`src/rtl/io_irq_qualifier.sv`:
```
module io_irq_qualifier (
  input  logic        clk,
  input  logic        rst_n,
  input  logic        flg_zero_cnt,
  input  logic        flg_chan_end,
  input  logic        flg_unusual,
  input  logic        flg_halt_xmit,
  input  logic        flg_suppress_len,
  input  logic        ev_count_zero,
  input  logic        ev_chan_end,
  input  logic        ev_xmit_mem_err,
  input  logic        ev_xmit_data_err,
  input  logic        ev_bad_length,
  input  logic        ev_mem_addr_err,
  input  logic        ev_proc_mem_err,
  input  logic        ev_proc_ctl_err,
  input  logic        ev_dev_addr_par,
  input  logic        ev_proc_halt,
  input  logic        ev_cmd_parity,
  input  logic        ack,
  output logic        irq_pending,
  output logic [10:0] irq_status
);
  localparam int NCOND = 11;

  logic             xmit_ok;
  logic [NCOND-1:0] qual;
  logic             any_qual;

  assign xmit_ok  = flg_unusual & flg_halt_xmit;

  assign qual[0]  = ev_count_zero    & flg_zero_cnt;
  assign qual[1]  = ev_chan_end      & flg_chan_end;
  assign qual[2]  = ev_xmit_mem_err  & xmit_ok;
  assign qual[3]  = ev_xmit_data_err & xmit_ok;
  assign qual[4]  = ev_bad_length    & xmit_ok & ~flg_suppress_len;
  assign qual[5]  = ev_mem_addr_err  & flg_unusual;
  assign qual[6]  = ev_proc_mem_err  & flg_unusual;
  assign qual[7]  = ev_proc_ctl_err  & flg_unusual;
  assign qual[8]  = ev_dev_addr_par  & flg_unusual;
  assign qual[9]  = ev_proc_halt;
  assign qual[10] = ev_cmd_parity;

  assign any_qual = |qual;

  always_ff @(posedge clk or negedge rst_n) begin
    if (!rst_n) begin
      irq_pending <= 1'b0;
      irq_status  <= '0;
    end else if (ack) begin
      irq_pending <= any_qual;
      irq_status  <= qual;
    end else begin
      irq_pending <= irq_pending | any_qual;
      irq_status  <= irq_status | qual;
    end
  end
endmodule


```
`config.mk`:
```
export PLATFORM = sky130hd
export DESIGN_NAME = io_irq_qualifier
export DESIGN_NICKNAME = d
export VERILOG_FILES = /design/src/rtl/io_irq_qualifier.sv
export SDC_FILE = /design/constraint.sdc
export NUM_CORES = 1
export LEC_CHECK = 0
export BUFFER_PORTS_ARGS = -buffer_cell sky130_fd_sc_hd__buf_4
export CAP_MARGIN = 0
export CORE_MARGIN = 5
export CORE_UTILIZATION = 35
export DETAILED_ROUTE_END_ITERATION = 12
export PLACE_DENSITY_LB_ADDON = 0.12
export REMOVE_ABC_BUFFERS = 1
export SLEW_MARGIN = 20
export SYNTH_ARGS = -nofsm -noshare
export SYNTH_HDL_FRONTEND = slang
export SYNTH_SLANG_ARGS = --single-unit
```
`constraint.sdc`:
```
create_clock -name clk -period 0.9 [get_ports clk]
set_input_delay 0.18 -clock clk [delete_from_list [all_inputs] [get_ports clk]]
set_output_delay 0.18 -clock clk [all_outputs]
set_load 0.02 [all_outputs]
```
; ---- Word-level counts from Yosys, hierarchy flattened
; Cells that the tools add are included.
[totals]
elab_cells = 19
ff_bits = 12
output_inout_bits = 12
in_bits = 19
[classes]
n_reduce_logical = 1
n_bitwise = 14
muxes = 2
[op_table]
columns = cell, count
row1 = $and A1 B1 Y1, 11
row2 = $mux W11, 1
row3 = $or A11 B11 Y11, 1
row4 = $reduce_or A11 Y1, 1
row5 = $mux W1, 1
row6 = $not A1 Y1, 1
row7 = $or A1 B1 Y1, 1

; ---- Longest topological paths before layout
; Gate-level depths: netlist of the first run.
[depth]
word_depth = 6
depth_mapped = 4
ltp_nobuf = 3

; ---- Worst setup path before layout of the first run
; Ideal clock, no wire load.
[synth_timing]
kind = input to register
from = in flg_unusual
to = reg irq_pending
setup_slack_ps = 5
setup_ps = 137
required_ps = 763
path_buffers = 1
path_stages = 4
t_arrival_ps = 758
path_cell_list = buf_6 a211o_1 a211oi_2 nand3_1
[synth_via]
elab_chain_cells = 6
elab_cells_between_ends = 12
[synth_rtl]
columns = item, line
row1 = from (decl), 6  ; input logic flg_unusual,
row2 = $and A1 B1 Y1, 30  ; assign xmit_ok = flg_unusual & flg_halt_xmit;
row3 = $and A1 B1 Y1 (2 in series), 36  ; assign qual[4] = ev_bad_length & xmit_ok & ~flg_suppress_len;
row4 = $reduce_or A11 Y1 (*), 44  ; assign any_qual = |qual;
row5 = $or A1 B1 Y1, 54  ; irq_pending <= irq_pending | any_qual;
row6 = $mux W1 (*), 50  ; end else if (ack) begin
row7 = to (signal assigned), 51  ; irq_pending <= any_qual;
row8 = to (signal assigned), 54
row9 = to (decl), 21  ; output logic irq_pending,
; Every way passes the cells marked *; elsewhere a longest branch is shown, timed or not.

; ---- Worst setup path after layout of the first run
[layout_timing]
from = reg irq_status[8]
to = out irq_status[8]
[layout_lines]
columns = item, line
row1 = from (decl), 22  ; output logic [10:0] irq_status
row2 = from (signal assigned), 52  ; irq_status <= qual;
row3 = from (signal assigned), 55  ; irq_status <= irq_status | qual;
; No word-level cell between the ends.

==> results of run 1 <==
## kinds of logic (layout without fill, tap and decap cells)
logic type,count (synthesis),after routing
AOI/OAI and AO/OA,16,16
and+or+nand+nor,2,2
DFF,12,12
buffers and inverters,3,46
## final cells by class
cell class	instances	area (µm²)	area share, %
multi-input combinational	18	169	19.1
inverter	1	3.75	0.425
sequential	12	300	34.0
timing repair buffer	41	355	40.2
clock buffer	4	36.3	4.11
tap	15	18.8	2.12
## worst paths after layout
check,startpoint,end,slack (ns),cells past startpoint
worst min register to register,irq_status[10],irq_status[10],0.51,1
min in group asynchronous,rst_n,irq_status[0],0.28,2
max in group asynchronous,rst_n,irq_status[7],0.46,2
worst max register to register,irq_status[6],irq_status[6],-0.05,3
worst min-delay path,ev_proc_halt,irq_status[9],0.1,2
worst max-delay path,irq_status[8],irq_status[8],-0.1,1
## registers in the layout, indices dropped and copies added (netlist names)
| name | flops |
|---|---|
| irq_pending | 1 |
| irq_status | 11 |
## cells in the mapped netlist
cell / instances
dfrtp_1: 12
a22o_2: 4
a32o_1: 3
a21o_1: 2
a22o_1: 2
a211o_1: 1
a211oi_2: 1
a22o_4: 1
buf_2: 1
buf_6: 1
inv_1: 1
nand3_1: 1
nor2b_1: 1
o311ai_0: 1
o31ai_1: 1
## power by group through the flow
stage	clock network [W]	logic [W]	registers, W
4_1_cts	0.000451	0.000334	0.000608
5_1_grt	0.000476	0.000370	0.000613
2_1_floorplan	0	0.0000600	0.000661
6_report	0.000435	0.000347	0.000609
3_3_place_gp	0	0.000278	0.000612
3_5_place_dp	0	0.000280	0.000612
## routing by layer
metal / part of all wire (%) / vias up / track usage [%]
met3: 9.7 / 0 / 4.21
met1: 44 / 220 / 18.5
met2: 47 / 25 / 23.8
li1: - / 217 / -
met4: 0 / 0 / 1.66
met5: 0 / - / 0
## through the flow
stage / setup TNS (ns) / hold WS, ns / power (W) / cells / instance area [µm²]
6_report: -1.09 / 0.0967 / 0.00139 / 91 / 883
5_1_grt: -1.51 / 0.0816 / 0.00146 / 91 / 883
4_1_cts: -1.10 / 0.0884 / 0.00139 / 88 / 861
3_5_place_dp: -0.0720 / 0.0320 / 0.000892 / 78 / 732
3_3_place_gp: -0.0728 / 0.0284 / 0.000891 / 78 / 732
2_1_floorplan: 0 / -0.116 / 0.000721 / 31 / 473
## repair_timing
action,4_1_cts,5_1_grt
hold endpoints to repair,12,0
pin swaps,0,1
resized for setup,12,0
setup buffers,5,3
hold buffers,1,0
setup endpoints to repair,12,12
==> results.md, run 1 <==
* CP top delay family: flip-flops
* Layout Nets at 96
* Cell variety after synth at 15
* CP bufs+invs at 1
* Final hold vios at 0
* Clock Tree Root: clkbuf_4
* Largest family of logic cells by synthesized area: compound AO/OA/AOI/OAI gates
* Crit path kind: register to primary output
* Most frequent cells in the layout: buf_4, dfrtp_1, buf_6
* I/O Buffers at 30
* Final setup fails at 14
* Max Root-Sink Buffers at 2
* Worst-path cell chain: buf_6
* PnR worst setup slack at -0.0986 ns
* Critical Path Start Type: register
* Total number of vias at between 400 and 500
* Worst-path clk slew at 0.08 ns
* Most common cell after layout, fill and taps aside: buf_4
* Ys Warns at 0
* Final Util at approximately 67%
* PD cells at 1570 nW/µm²
* Starting Density at 37.1%
* Maximum vdd ir drop at just over 1 mV
* Net Sw Frac at between 20% and 30%
* Synth Instances at 33
* WL/cell at about 16 µm
* Failing checks: negative setup slack
* Skew final at 0 ns
* Critical Path Fanout Max at 2
* Die area at 2250 µm²
* Vias in the first global route at 469
* Final Wtd Congestion at 0.650
* Mux share of post-synthesis cell area at 0%
* Vias per cell at just over 5
* Sequential Power Share at 43.8%
* Ranking of synthesized cells by area: dfrtp_1, a22o_2, a32o_1, a22o_1, a22o_4
* Int Pwr at just over 0.001 W
* Slew HR at between 70 and 80%
* CP required at 0.72 ns
* Max-cap viol count at 0
* Max frequency at about 1000 MHz
* CP arrival at 0.82 ns
* CP peak stage delay at between 0.4 and 0.5 ns
* Synth Area in Compound Gates at between 30% and 40%
* RSZ-0062 raised after global routing: true
* Min Tclk post-route at about 1 ns
* Die height at ~47 µm
* DP Worst Slack at -0.0720 ns
* Worst setup EP type: primary output
* Logic pwr share at 25.0%
* Synth Area in Adders at 0%
* IO Pins at 31
* Post-synthesis simple-gate area fraction at 2.30%
* Synth Register Bits at 12
* Slew @ Worst Pin at roughly 0.4 ns
* Clock latency on the worst-skew pair at approximately 0.27 ns
* Grt ovf at 0
* Share of the clock period used by the worst path at 111%
* Global-route wire length before repair at roughly 2200 µm
* Psw at 0.000361 W
* # fillers at 100
* Synth top area share at between 60 and 70%
* Die extent in x at about 47 µm
* Xor and xnor area share after synthesis at 0%
* HP Class: input pin to register
* Htree depth at 1
* Core Region at around 1300 µm²
* Synthesized cell area at about 490 µm²
* Clock power share at 31.2%
* Residual DRC at 0
* Leakage power at approximately 0.44 nW
* Antenna Nets Post-Route at 0
* # clock sinks at 12
* Total GRT Usage at between 10% and 20%
* Register area share after synthesis at between 60 and 70%
* Outcome: complete, but fails checks
* Worst path slowest cell: dfrtp_1
* Area added between synthesis and finish at 80.6%
* Num rows at 13
* Initial drt markers at 13
* Routed wire length at between 1000 and 1500 µm
* 1st-pass router iterations at 4
* Synth area leader: dfrtp_1
* CTS tree: done
* Largest net degree at the start of global routing at 13
* N_diodes at 0
* Fraction of layout cells with a size suffix above 1 at ~66%
* Initial antenna violation count at 0
* Slew Viols, Final at 0
* CTS Buf Count at 3
* Syn avg cell area at around 15 µm²
(Power assumes the default switching activity.)
==> run 2, diff against run 1 <==
--- a/config.mk
+++ b/config.mk
@@ -12,6 +12,7 @@
 export DETAILED_ROUTE_END_ITERATION = 12
 export PLACE_DENSITY_LB_ADDON = 0.12
 export REMOVE_ABC_BUFFERS = 1
+export SKIP_CTS_REPAIR_TIMING = 1
 export SLEW_MARGIN = 20
 export SYNTH_ARGS = -nofsm -noshare
 export SYNTH_HDL_FRONTEND = slang
==> constraint.sdc (replaced) <==
create_clock -name clk -period 1 [get_ports clk]
set_input_delay 0.2 -clock clk [delete_from_list [all_inputs] [get_ports clk]]
set_output_delay 0.2 -clock clk [all_outputs]
set_load 0.02 [all_outputs]
==> results.md, run 2 (same netlist as run 1, synthesis figures left out) <==
* Min Tclk post-route at ~1.0 ns
* Largest net degree at the start of global routing at 13 (unchanged)
* Clock Tree Root: clkbuf_4 (unchanged)
* 1st-pass router iterations at 4 (unchanged)
* N_diodes at 0 (unchanged)
* Top flop regs: irq_status x11, irq_pending x1 (unchanged)
* Num rows at 13 (unchanged)
* PD cells at 1460 nW/µm² (was 1570 nW/µm²)
* Max-cap viol count at 0 (unchanged)
* CP top delay family: flip-flops (unchanged)
* Failing checks: negative setup slack (unchanged)
* Total number of vias at 447 (was 462)
* Leakage power at 0.416 nW (was 0.441 nW)
* Grt ovf at 0 (unchanged)
* Area added between synthesis and finish at 72.9% (was 80.6%)
* Die height at 47.4 µm (unchanged)
* Worst Hold Slack at 0.105 ns (was 0.0967 ns)
* Metal2 WL at 537 µm (was 666 µm)
* HP Class: input pin to register (unchanged)
* Largest register FFs at 11 (unchanged)
* Critical R2R Launch: irq_pending (was irq_status[6])
* Most flops, register: irq_status (unchanged)
* Worst r2r dst: irq_pending (was irq_status[6])
* Final hold vios at 0 (unchanged)
* Htree depth at 1 (unchanged)
* I/O Buffers at 30 (unchanged)
* Worst path slowest cell: dfrtp_1 (unchanged)
* Worst setup EP type: primary output (unchanged)
* Int Pwr at 0.000912 W (was 0.00103 W)
* CTS tree: done (unchanged)
* RSZ-0062 raised after global routing: true (unchanged)
* Logic pwr share at 23.4% (was 25.0%)
* Final Wtd Congestion at 0.658 (was 0.650)
* Routed wire length at 1280 µm (was 1430 µm)
* DRT met1 WL at 529 µm (was 621 µm)
* CP required at 0.80 ns (was 0.72 ns)
* Final setup fails at 11 (was 14)
* Vias per cell at 5.20 (was 5.08)
* CTS Buf Count at 3 (unchanged)
* Fraction of layout cells with a size suffix above 1 at 63.4% (was 65.8%)
* CP bufs+invs at 1 (unchanged)
* Residual DRC at 0 (unchanged)
* Worst setup path startpoint: irq_status[8] (unchanged)
* Slew Viols, Final at 0 (unchanged)
* CP peak stage delay at 0.40 ns (was 0.41 ns)
* Max Root-Sink Buffers at 2 (unchanged)
* Max frequency at 977 MHz
* Finished Layout Cells at 86 (was 91)
* Worst R2R Path Depth at 3 (unchanged)
* Clock power share at 32.2% (was 31.2%)
* Sequential Power Share at 44.4% (was 43.8%)
* Initial drt markers at 8 (was 13)
* PnR worst setup slack at -0.0238 ns (was -0.0986 ns)
* Slew @ Worst Pin at 0.399 ns (was 0.396 ns)
* Skew final at 0 ns (unchanged)
* Placed insts at 77 (was 78)
* Share of the clock period used by the worst path at 102%
* # clock sinks at 12 (unchanged)
* Die extent in x at 47.4 µm (unchanged)
* Met3 WL at 192 µm (was 139 µm)
* Most common cell after layout, fill and taps aside: buf_4 (unchanged)
* Vias in the first global route at 428 (was 469)
* Layout Nets at 91 (was 96)
* CP arrival at 0.82 ns (about the same)
* Critical Path Fanout Max at 2 (unchanged)
* Stages on worst setup path at 1 (unchanged)
* Worst-path cell chain: buf_6 (unchanged)
* Final Util at 64.2% (was 67.0%)
* Total GRT Usage at 12.7% (was 14.2%)
* WL/cell at 14.9 µm (was 15.7 µm)
* Outcome: complete, but fails checks (unchanged)
* Critical Path Sink: irq_status[8] (unchanged)
* Maximum vdd ir drop at 0.986 mV (was 1.04 mV)
* Initial antenna violation count at 0 (unchanged)
* IO Pins at 31 (unchanged)
* # fillers at 102 (was 100)
* Critical Path Start Type: register (unchanged)
* Crit path kind: register to primary output (unchanged)
* Global-route wire length before repair at 1890 µm (was 2190 µm)
* Worst-path clk slew at 0.08 ns (about the same)
* Die area at 2250 µm² (unchanged)
* Core Region at 1320 µm² (unchanged)
* Max layer used: met4 (was met3)
* Net Sw Frac at 26.1% (was 26.0%)
* Most frequent cells in the layout: buf_4, dfrtp_1, buf_6 (unchanged)
* Antenna Nets Post-Route at 0 (unchanged)
* Clock latency on the worst-skew pair at 0.28 ns (was 0.27 ns)
* Slew HR at 73.4% (was 73.5%)
* Starting Density at 37.1% (unchanged)
* R2R Setup Slk at 0.06 ns (was -0.05 ns)
* Psw at 0.000321 W (was 0.000361 W)
-- run 2: cell count changes in the layout (fill, tap and decap cells not counted) --
cell,delta
buf_4,-5
-- run 2: per-stage QoR --
| step | setup WS, ns | setup TNS [ns] | area (µm²) | power (W) |
|---|---|---|---|---|
| finish | -0.0238 | -0.147 | 846 | 0.00123 |
| global route | -0.0644 | -0.590 | 846 | 0.00130 |
| CTS | -0.0479 | -0.421 | 761 | 0.00120 |
| detailed placement | 0.00689 | 0 | 724 | 0.000799 |
| global placement | 0.00695 | 0 | 724 | 0.000799 |
| floorplan | 0.117 | 0 | 473 | 0.000649 |
-- run 2: power by group through the flow --
stage	Sequential, W	Clock (W)	Combinational, W
4_1_cts	0.000541	0.000408	0.000248
3_3_place_gp	0.000551	0	0.000248
3_5_place_dp	0.000550	0	0.000249
6_report	0.000547	0.000397	0.000289
2_1_floorplan	0.000595	0	0.0000540
5_1_grt	0.000551	0.000438	0.000308
-- run 2: layer usage --
metal,track usage (%),vias to the layer above
li1,-,208
met2,18.4,27
met3,7.28,4
met4,6.63,0
met1,14.9,208
met5,0,-
-- run 2: how the worst min path moves through the flow --
| stage | from | depth (start not counted) | slack (ns) | endpoint |
|---|---|---|---|---|
| floorplan | rst_n | 0 | -0.1 | irq_pending |
| global placement | rst_n | 1 | 0.05 | irq_status[0] |
| detailed placement | rst_n | 1 | 0.05 | irq_status[1] |
| CTS | rst_n | 1 | -0.26 | irq_status[1] |
| global route | ev_proc_halt | 2 | 0.09 | irq_status[9] |
| finish | ev_proc_halt | 2 | 0.10 | irq_status[9] |
-- run 2: final cells by class --
class | instances | area [µm²] | share of cell area, %
inverters | 1 | 3.75 | 0.444
multi-input cells | 18 | 169 | 20.0
repair buffers | 36 | 318 | 37.6
clock buffers | 4 | 36.3 | 4.29
flip-flops and latches | 12 | 300 | 35.5
well taps | 15 | 18.8 | 2.22
